## config.mk

```make
export PLATFORM = sky130hd
export DESIGN_NAME = serial_word_loader
export DESIGN_NICKNAME = d
export VERILOG_FILES = /design/src/rtl/swl_pkg.sv /design/src/rtl/swl_sync.sv /design/src/rtl/swl_shifter.sv /design/src/rtl/swl_latch_bank.sv /design/src/rtl/serial_word_loader.sv
export SDC_FILE = /design/constraint.sdc
export NUM_CORES = 1
export LEC_CHECK = 0
export BUFFER_PORTS_ARGS = -buffer_cell sky130_fd_sc_hd__buf_2
export CAP_MARGIN = 20
export CORE_MARGIN = 2
export CORE_UTILIZATION = 59
export DETAILED_ROUTE_END_ITERATION = 10
export HOLD_SLACK_MARGIN = 0.1
export PLACE_DENSITY = 0.9
export SYNTH_ARGS = -nofsm -noshare
export SYNTH_HDL_FRONTEND = slang
export SYNTH_SLANG_ARGS = --single-unit
```

## constraint.sdc

```tcl
create_clock -name clk -period 2.81 [get_ports clk]
set_input_delay 0.562 -clock clk [delete_from_list [all_inputs] [get_ports clk]]
set_output_delay 0.562 -clock clk [all_outputs]
set_load 0.005 [all_outputs]
```

## src/rtl/swl_pkg.sv

```systemverilog
package swl_pkg;
    localparam int WORD_W  = 23;
    localparam int RATIO_W = 14;
    localparam int SWAL_W  = 7;
    localparam int MAIN_W  = 11;
    localparam int DEST_N  = 4;

    // field positions inside the shift register (index = word bit - 1)
    localparam int TSEL_LSB  = 2;
    localparam int RATIO_LSB = 4;
    localparam int PUMP_POS  = RATIO_LSB + RATIO_W;
    localparam int MON_POS   = 2;
    localparam int PRSEL_POS = 3;
    localparam int POL_POS   = 4;
    localparam int SWAL_LSB  = 5;
    localparam int MAIN_LSB  = SWAL_LSB + SWAL_W;

    typedef enum logic [1:0] {
        DST_LO_REF = 2'b00,
        DST_HI_REF = 2'b01,
        DST_LO_CNT = 2'b10,
        DST_HI_CNT = 2'b11
    } dest_e;

    typedef struct packed {
        logic [1:0]         tsel;
        logic [RATIO_W-1:0] ratio;
        logic               pump;
    } ref_fields_t;

    typedef struct packed {
        logic              prsel;
        logic              pol;
        logic [SWAL_W-1:0] swal;
        logic [MAIN_W-1:0] main;
    } cnt_fields_t;
endpackage

```

## src/rtl/swl_sync.sv

```systemverilog
module swl_sync #(
    parameter int STAGES = 2
) (
    input  logic clk,
    input  logic rst_n,
    input  logic pin,
    output logic lvl
);
    logic [STAGES-1:0] pipe_d, pipe_q;

    always_comb begin
        if (STAGES > 1) pipe_d = {pipe_q[STAGES-2:0], pin};
        else            pipe_d = pin;
    end

    always_ff @(posedge clk or negedge rst_n) begin
        if (!rst_n) pipe_q <= '0;
        else        pipe_q <= pipe_d;
    end

    assign lvl = pipe_q[STAGES-1];
endmodule

```

## src/rtl/swl_shifter.sv

```systemverilog
module swl_shifter
    import swl_pkg::*;
(
    input  logic              clk,
    input  logic              rst_n,
    input  logic              shift_en,
    input  logic              din,
    output logic [WORD_W-1:0] word
);
    logic [WORD_W-1:0] sr_d, sr_q;

    always_comb begin
        sr_d = sr_q;
        if (shift_en) sr_d = {sr_q[WORD_W-2:0], din};
    end

    always_ff @(posedge clk or negedge rst_n) begin
        if (!rst_n) sr_q <= '0;
        else        sr_q <= sr_d;
    end

    assign word = sr_q;
endmodule

```

## src/rtl/swl_latch_bank.sv

```systemverilog
module swl_latch_bank
    import swl_pkg::*;
(
    input  logic              clk,
    input  logic              rst_n,
    input  logic              load,
    input  logic [WORD_W-1:0] word,
    output ref_fields_t       lo_ref,
    output ref_fields_t       hi_ref,
    output cnt_fields_t       lo_cnt,
    output cnt_fields_t       hi_cnt,
    output logic              mon,
    output logic              unconf,
    output logic [DEST_N-1:0] wr_en
);
    typedef struct packed {
        ref_fields_t       lo_ref;
        ref_fields_t       hi_ref;
        cnt_fields_t       lo_cnt;
        cnt_fields_t       hi_cnt;
        logic              mon;
        logic [DEST_N-1:0] seen;
    } bank_t;

    bank_t st_d, st_q;
    ref_fields_t ref_dec;
    cnt_fields_t cnt_dec;

    genvar g;
    generate
        for (g = 0; g < DEST_N; g++) begin : g_dec
            assign wr_en[g] = load && (word[1:0] == g[1:0]);
        end
    endgenerate

    always_comb begin
        ref_dec.tsel  = word[TSEL_LSB +: 2];
        ref_dec.ratio = word[RATIO_LSB +: RATIO_W];
        ref_dec.pump  = word[PUMP_POS];
        cnt_dec.prsel = word[PRSEL_POS];
        cnt_dec.pol   = word[POL_POS];
        cnt_dec.swal  = word[SWAL_LSB +: SWAL_W];
        cnt_dec.main  = word[MAIN_LSB +: MAIN_W];
    end

    always_comb begin
        st_d = st_q;
        if (wr_en[DST_LO_REF]) st_d.lo_ref = ref_dec;
        if (wr_en[DST_HI_REF]) st_d.hi_ref = ref_dec;
        if (wr_en[DST_LO_CNT]) st_d.lo_cnt = cnt_dec;
        if (wr_en[DST_HI_CNT]) st_d.hi_cnt = cnt_dec;
        if (wr_en[DST_LO_CNT] || wr_en[DST_HI_CNT]) st_d.mon = word[MON_POS];
        st_d.seen = st_q.seen | wr_en;
    end

    always_ff @(posedge clk or negedge rst_n) begin
        if (!rst_n) st_q <= '0;
        else        st_q <= st_d;
    end

    assign lo_ref = st_q.lo_ref;
    assign hi_ref = st_q.hi_ref;
    assign lo_cnt = st_q.lo_cnt;
    assign hi_cnt = st_q.hi_cnt;
    assign mon    = st_q.mon;
    assign unconf = ~&st_q.seen;
endmodule

```

## src/rtl/serial_word_loader.sv

```systemverilog
module serial_word_loader
    import swl_pkg::*;
#(
    parameter int SYNC_STAGES = 2
) (
    input  logic               clk,
    input  logic               rst_n,
    input  logic               ser_clk,
    input  logic               ser_dat,
    input  logic               ser_load,
    output logic [1:0]         lo_ref_tsel,
    output logic [RATIO_W-1:0] lo_ref_ratio,
    output logic               lo_ref_pump,
    output logic [1:0]         hi_ref_tsel,
    output logic [RATIO_W-1:0] hi_ref_ratio,
    output logic               hi_ref_pump,
    output logic               lo_cnt_prsel,
    output logic               lo_cnt_pol,
    output logic [SWAL_W-1:0]  lo_cnt_swal,
    output logic [MAIN_W-1:0]  lo_cnt_main,
    output logic               hi_cnt_prsel,
    output logic               hi_cnt_pol,
    output logic [SWAL_W-1:0]  hi_cnt_swal,
    output logic [MAIN_W-1:0]  hi_cnt_main,
    output logic               mon_sel,
    output logic               unconfigured
);
    localparam int PIN_N = 3;

    typedef struct packed {
        logic sclk_prev;
        logic load_prev;
    } edge_t;

    logic [PIN_N-1:0] pins, lvls;
    logic             sclk_lvl, din, ld_lvl;
    logic             sclk_rise, ld_rise, shift_en;
    edge_t            ed_d, ed_q;
    logic [WORD_W-1:0] word;
    logic [DEST_N-1:0] wr_en;
    ref_fields_t       lo_ref, hi_ref;
    cnt_fields_t       lo_cnt, hi_cnt;

    assign pins = {ser_load, ser_dat, ser_clk};

    genvar p;
    generate
        for (p = 0; p < PIN_N; p++) begin : g_sync
            swl_sync #(.STAGES(SYNC_STAGES)) u_sync (
                .clk(clk), .rst_n(rst_n), .pin(pins[p]), .lvl(lvls[p])
            );
        end
    endgenerate

    assign sclk_lvl = lvls[0];
    assign din      = lvls[1];
    assign ld_lvl   = lvls[2];

    always_comb begin
        ed_d.sclk_prev = sclk_lvl;
        ed_d.load_prev = ld_lvl;
    end

    always_ff @(posedge clk or negedge rst_n) begin
        if (!rst_n) ed_q <= '0;
        else        ed_q <= ed_d;
    end

    assign sclk_rise = sclk_lvl & ~ed_q.sclk_prev;
    assign ld_rise   = ld_lvl & ~ed_q.load_prev;
    assign shift_en  = sclk_rise & ~ld_lvl;

    swl_shifter u_shift (
        .clk(clk), .rst_n(rst_n), .shift_en(shift_en), .din(din), .word(word)
    );

    swl_latch_bank u_bank (
        .clk(clk), .rst_n(rst_n), .load(ld_rise), .word(word),
        .lo_ref(lo_ref), .hi_ref(hi_ref), .lo_cnt(lo_cnt), .hi_cnt(hi_cnt),
        .mon(mon_sel), .unconf(unconfigured), .wr_en(wr_en)
    );

    assign lo_ref_tsel  = lo_ref.tsel;
    assign lo_ref_ratio = lo_ref.ratio;
    assign lo_ref_pump  = lo_ref.pump;
    assign hi_ref_tsel  = hi_ref.tsel;
    assign hi_ref_ratio = hi_ref.ratio;
    assign hi_ref_pump  = hi_ref.pump;
    assign lo_cnt_prsel = lo_cnt.prsel;
    assign lo_cnt_pol   = lo_cnt.pol;
    assign lo_cnt_swal  = lo_cnt.swal;
    assign lo_cnt_main  = lo_cnt.main;
    assign hi_cnt_prsel = hi_cnt.prsel;
    assign hi_cnt_pol   = hi_cnt.pol;
    assign hi_cnt_swal  = hi_cnt.swal;
    assign hi_cnt_main  = hi_cnt.main;
endmodule

```

==> impl_metrics.env <==
export IMPL_dpl_cell_area_um2=4541
export IMPL_design_area_um2=4742
export IMPL_pwr_share_clk_pct=27.6
export IMPL_worstPathRequired_ns=3.05
export IMPL_grt_start_max_net_pins=67
export IMPL_clock_fmax_mhz=528.8
export IMPL_status="complete, no violations"
export IMPL_num_fill_cells=560
export IMPL_crit_chain="nor4b_4 -> buf_4 -> mux2_2"
export IMPL_p_sw_share_pct=25.27
export IMPL_skew_ns=0.01413
export IMPL_crit_fanout=10
export IMPL_grt_overflow=0
export IMPL_synth_mux_area_share_pct=24.33
export IMPL_cp_slowest_cell="nor4b_4"
export IMPL_wirelength_um=7241
export IMPL_cts_hold_buf=0
export IMPL_h_tree_depth=3
export IMPL_core_area_um2=7331
export IMPL_hold_viol=0
export IMPL_insertion_delay_ns=0.36
export IMPL_grt_usage_pct=18.16
export IMPL_synth_top_family_by_area="multiplexers"
export IMPL_critPathLaunchType="flip-flop"
export IMPL_grt_pass1_vias=2242
export IMPL_worstReg2RegEnd="u_bank.lo_ref[10]"
export IMPL_synth_compound_area_share_pct=0
export IMPL_dr_pass1_iters=4
export IMPL_synth_area_leaders="dfrtp_1 61%, mux2_2 24%, buf_4 11%"
export IMPL_power_internal_uw=2565
export IMPL_ys_ff_latch=110
export IMPL_slowest_delay_ns=0.64
export IMPL_avgSynthCellArea_um2=15.32
export IMPL_nets=319
export IMPL_drt_iter0_drc=52
export IMPL_worstSetupEndpointType="flip-flop"
export IMPL_crit_arrival_ns=2.13
export IMPL_avgRoutedWirePerCell_um=17.32
export IMPL_power_frac_comb_pct=15.1
export IMPL_hold_path_class="in2async"
export IMPL_drc=0
export IMPL_cts_buffers=9
export IMPL_power_leakage_uw=0.002560
export IMPL_clk_pin_slew_ns=0.10
export IMPL_maxSlewViolCount=0
export IMPL_clockBufferDepth=2
export IMPL_period_needed_ns=1.891
export IMPL_yosys_area_share_simple_pct=2.400
export IMPL_syn_inst=296
export IMPL_synthAdderAreaFrac_pct=0
export IMPL_cts_tree="yes"
export IMPL_antenna_found_initial=0
export IMPL_reg2reg_slack_ns=0.92
export IMPL_synth_cell_types=13
export IMPL_synthXorXnorAreaFrac_pct=0
export IMPL_vias=2179
export IMPL_finalCritPeriodShare_pct=67.30
export IMPL_powerDensity_nw_per_um2=723.8
export IMPL_cap_violations=0
export IMPL_place_congestion=0.7450
export IMPL_die_height_um=91.68
export IMPL_cts_root_buf="clkbuf_8"
export IMPL_port_buffers=80
export IMPL_cts_setup_buffers=0
export IMPL_clock_sinks=110
export IMPL_die_w_um=91.68
export IMPL_drive_gt1_share_pct=63.64
export IMPL_reg2reg_depth=3
export IMPL_rsz0062_at_grt="no"
export IMPL_area_growth_pct=4.552
export IMPL_setup_violations=0
export IMPL_avgViaCountPerCell=5.213
export IMPL_synth_seq_area_share_pct=60.69
export IMPL_crit_start="u_shift.word[1]"
export IMPL_initial_core_util_pct=61.87
export IMPL_synth_top_area_cell="dfrtp_1"
export IMPL_synth_net_count=301
export IMPL_pwr_share_seq_pct=57.4
export IMPL_p_switching_uw=867.4
export IMPL_die_area_um2=8405
export IMPL_io_pins=81
export IMPL_syn_area_um2=4536
export IMPL_grt_pass1_wl_um=11710
export IMPL_cts_resized=0
export IMPL_drtAntennaViolNets=0
export IMPL_ir_drop_mv=0.5502
export IMPL_diodes=0
export IMPL_synth_top_cell_area_share_pct=60.69
export IMPL_crit_path_end="u_bank.lo_ref[10]"
export IMPL_slew_headroom_pct=45.66
export IMPL_crit_type="reg2reg"
export IMPL_synth_warnings=0
export IMPL_hpwl_um=4638
export IMPL_rows=31
export IMPL_rr_startpoint="u_shift.word[1]"
export IMPL_tns_ns=0
export IMPL_worst_slew_pin_slew_ns=0.8151
==> power groups by stage <==
stage          logic, uW  registers, uW  clock network, uW
2_1_floorplan        444           1950                  0
3_3_place_gp         506           1980                  0
3_5_place_dp         526           2000                  0
4_1_cts              529           1970                968
5_1_grt              570           2000               1040
6_report             517           1970                947
==> cell families after synthesis <==
| logic type | Yosys count |
|---|---|
| flops | 110 |
| mux | 98 |
| buf+inv | 77 |
| simple gates | 11 |
==> per-stage QoR <==
stage,instances,util [%],power [uW],setup slack [ns],hold WS [ns]
after floorplan,296,-,2391,1.211,0.2664
after global placement,402,61.94,2490,0.9998,0.3347
after detailed placement,402,61.94,2521,0.9115,0.3393
after CTS,418,64.69,3466,0.8937,0.2977
after global routing,418,64.69,3613,0.8088,0.2948
final,418,64.69,3432,0.9190,0.2856
==> how the worst min path moves through the flow <==
stage                               startpoint  cells after the start                          to  slack (ns)
floorplan                                rst_n                      0                     ed_q[0]        0.27
global placement    g_sync[0].u_sync.pipe_q[0]                      0  g_sync[0].u_sync.pipe_q[1]        0.33
detailed placement  g_sync[2].u_sync.pipe_q[0]                      0  g_sync[2].u_sync.pipe_q[1]        0.34
CTS                                   ser_load                      1  g_sync[2].u_sync.pipe_q[0]        0.30
global route                           ser_clk                      1  g_sync[0].u_sync.pipe_q[0]        0.29
finish                                   rst_n                      1            u_bank.lo_cnt[6]        0.29
==> worst max-delay path, delay by kind of cell, from the launching register on <==
| family | cells | cell delay (ns) |
|---|---|---|
| buffers and inverters | 1 | 0.30 |
| muxes | 1 | 0.36 |
| DFF | 1 | 0.47 |
| and+or+nand+nor | 1 | 0.64 |
==> cells in the final DEF (no fill, tap or decap) <==
master	netlist	routed
or2_2	3	3
bufinv_16	0	1
clkinvlp_4	0	1
and4bb_2	2	2
clkinv_2	0	1
nor4b_4	1	1
nor3b_4	0	1
nand4_1	1	1
dfrtp_1	110	110
nand4b_1	1	1
buf_4	69	4
clkbuf_1	0	2
nand3b_1	1	1
clkbuf_8	0	11
nand2b_1	1	1
buf_2	6	79
mux2_2	98	98
buf_12	0	1
==> synthesized netlist by cell type, drive strengths merged <==
cell / n
and4bb: 2
buf: 77
dfrtp: 110
mux2: 98
nand2b: 1
nand3b: 1
nand4: 1
nand4b: 1
nor3b: 1
nor4b: 1
or2: 3
==> registers in the layout, summed over array words and instances, names as in the netlist <==
| signal | count |
|---|---|
| u_bank.hi_ref | 17 |
| u_bank.mon | 1 |
| ed_q | 2 |
| u_bank.lo_ref | 17 |
| u_bank.st_q | 4 |
| u_bank.hi_cnt | 20 |
| u_shift.word | 23 |
| u_bank.lo_cnt | 20 |
| g_sync.u_sync.pipe_q | 6 |
==> per-layer routing <==
layer	vias up	share of wire (%)	track usage, %
met5	-	0	0
met4	0	1.3	6.818
met3	9	5.2	3.944
met2	60	47	27.39
met1	1129	47	26.18
li1	981	-	-
==> cell type report <==
type | instances | area [um2] | area share, %
Timing Repair Buffer | 84 | 445.4 | 9.393
Sequential cell | 110 | 2753 | 58.05
Clock buffer | 13 | 158.9 | 3.351
Clock inverter | 3 | 42.54 | 0.8971
Multi-Input combinational cell | 109 | 1219 | 25.70
Tap cell | 99 | 123.9 | 2.612
Power figures use the tool's default switching activity.
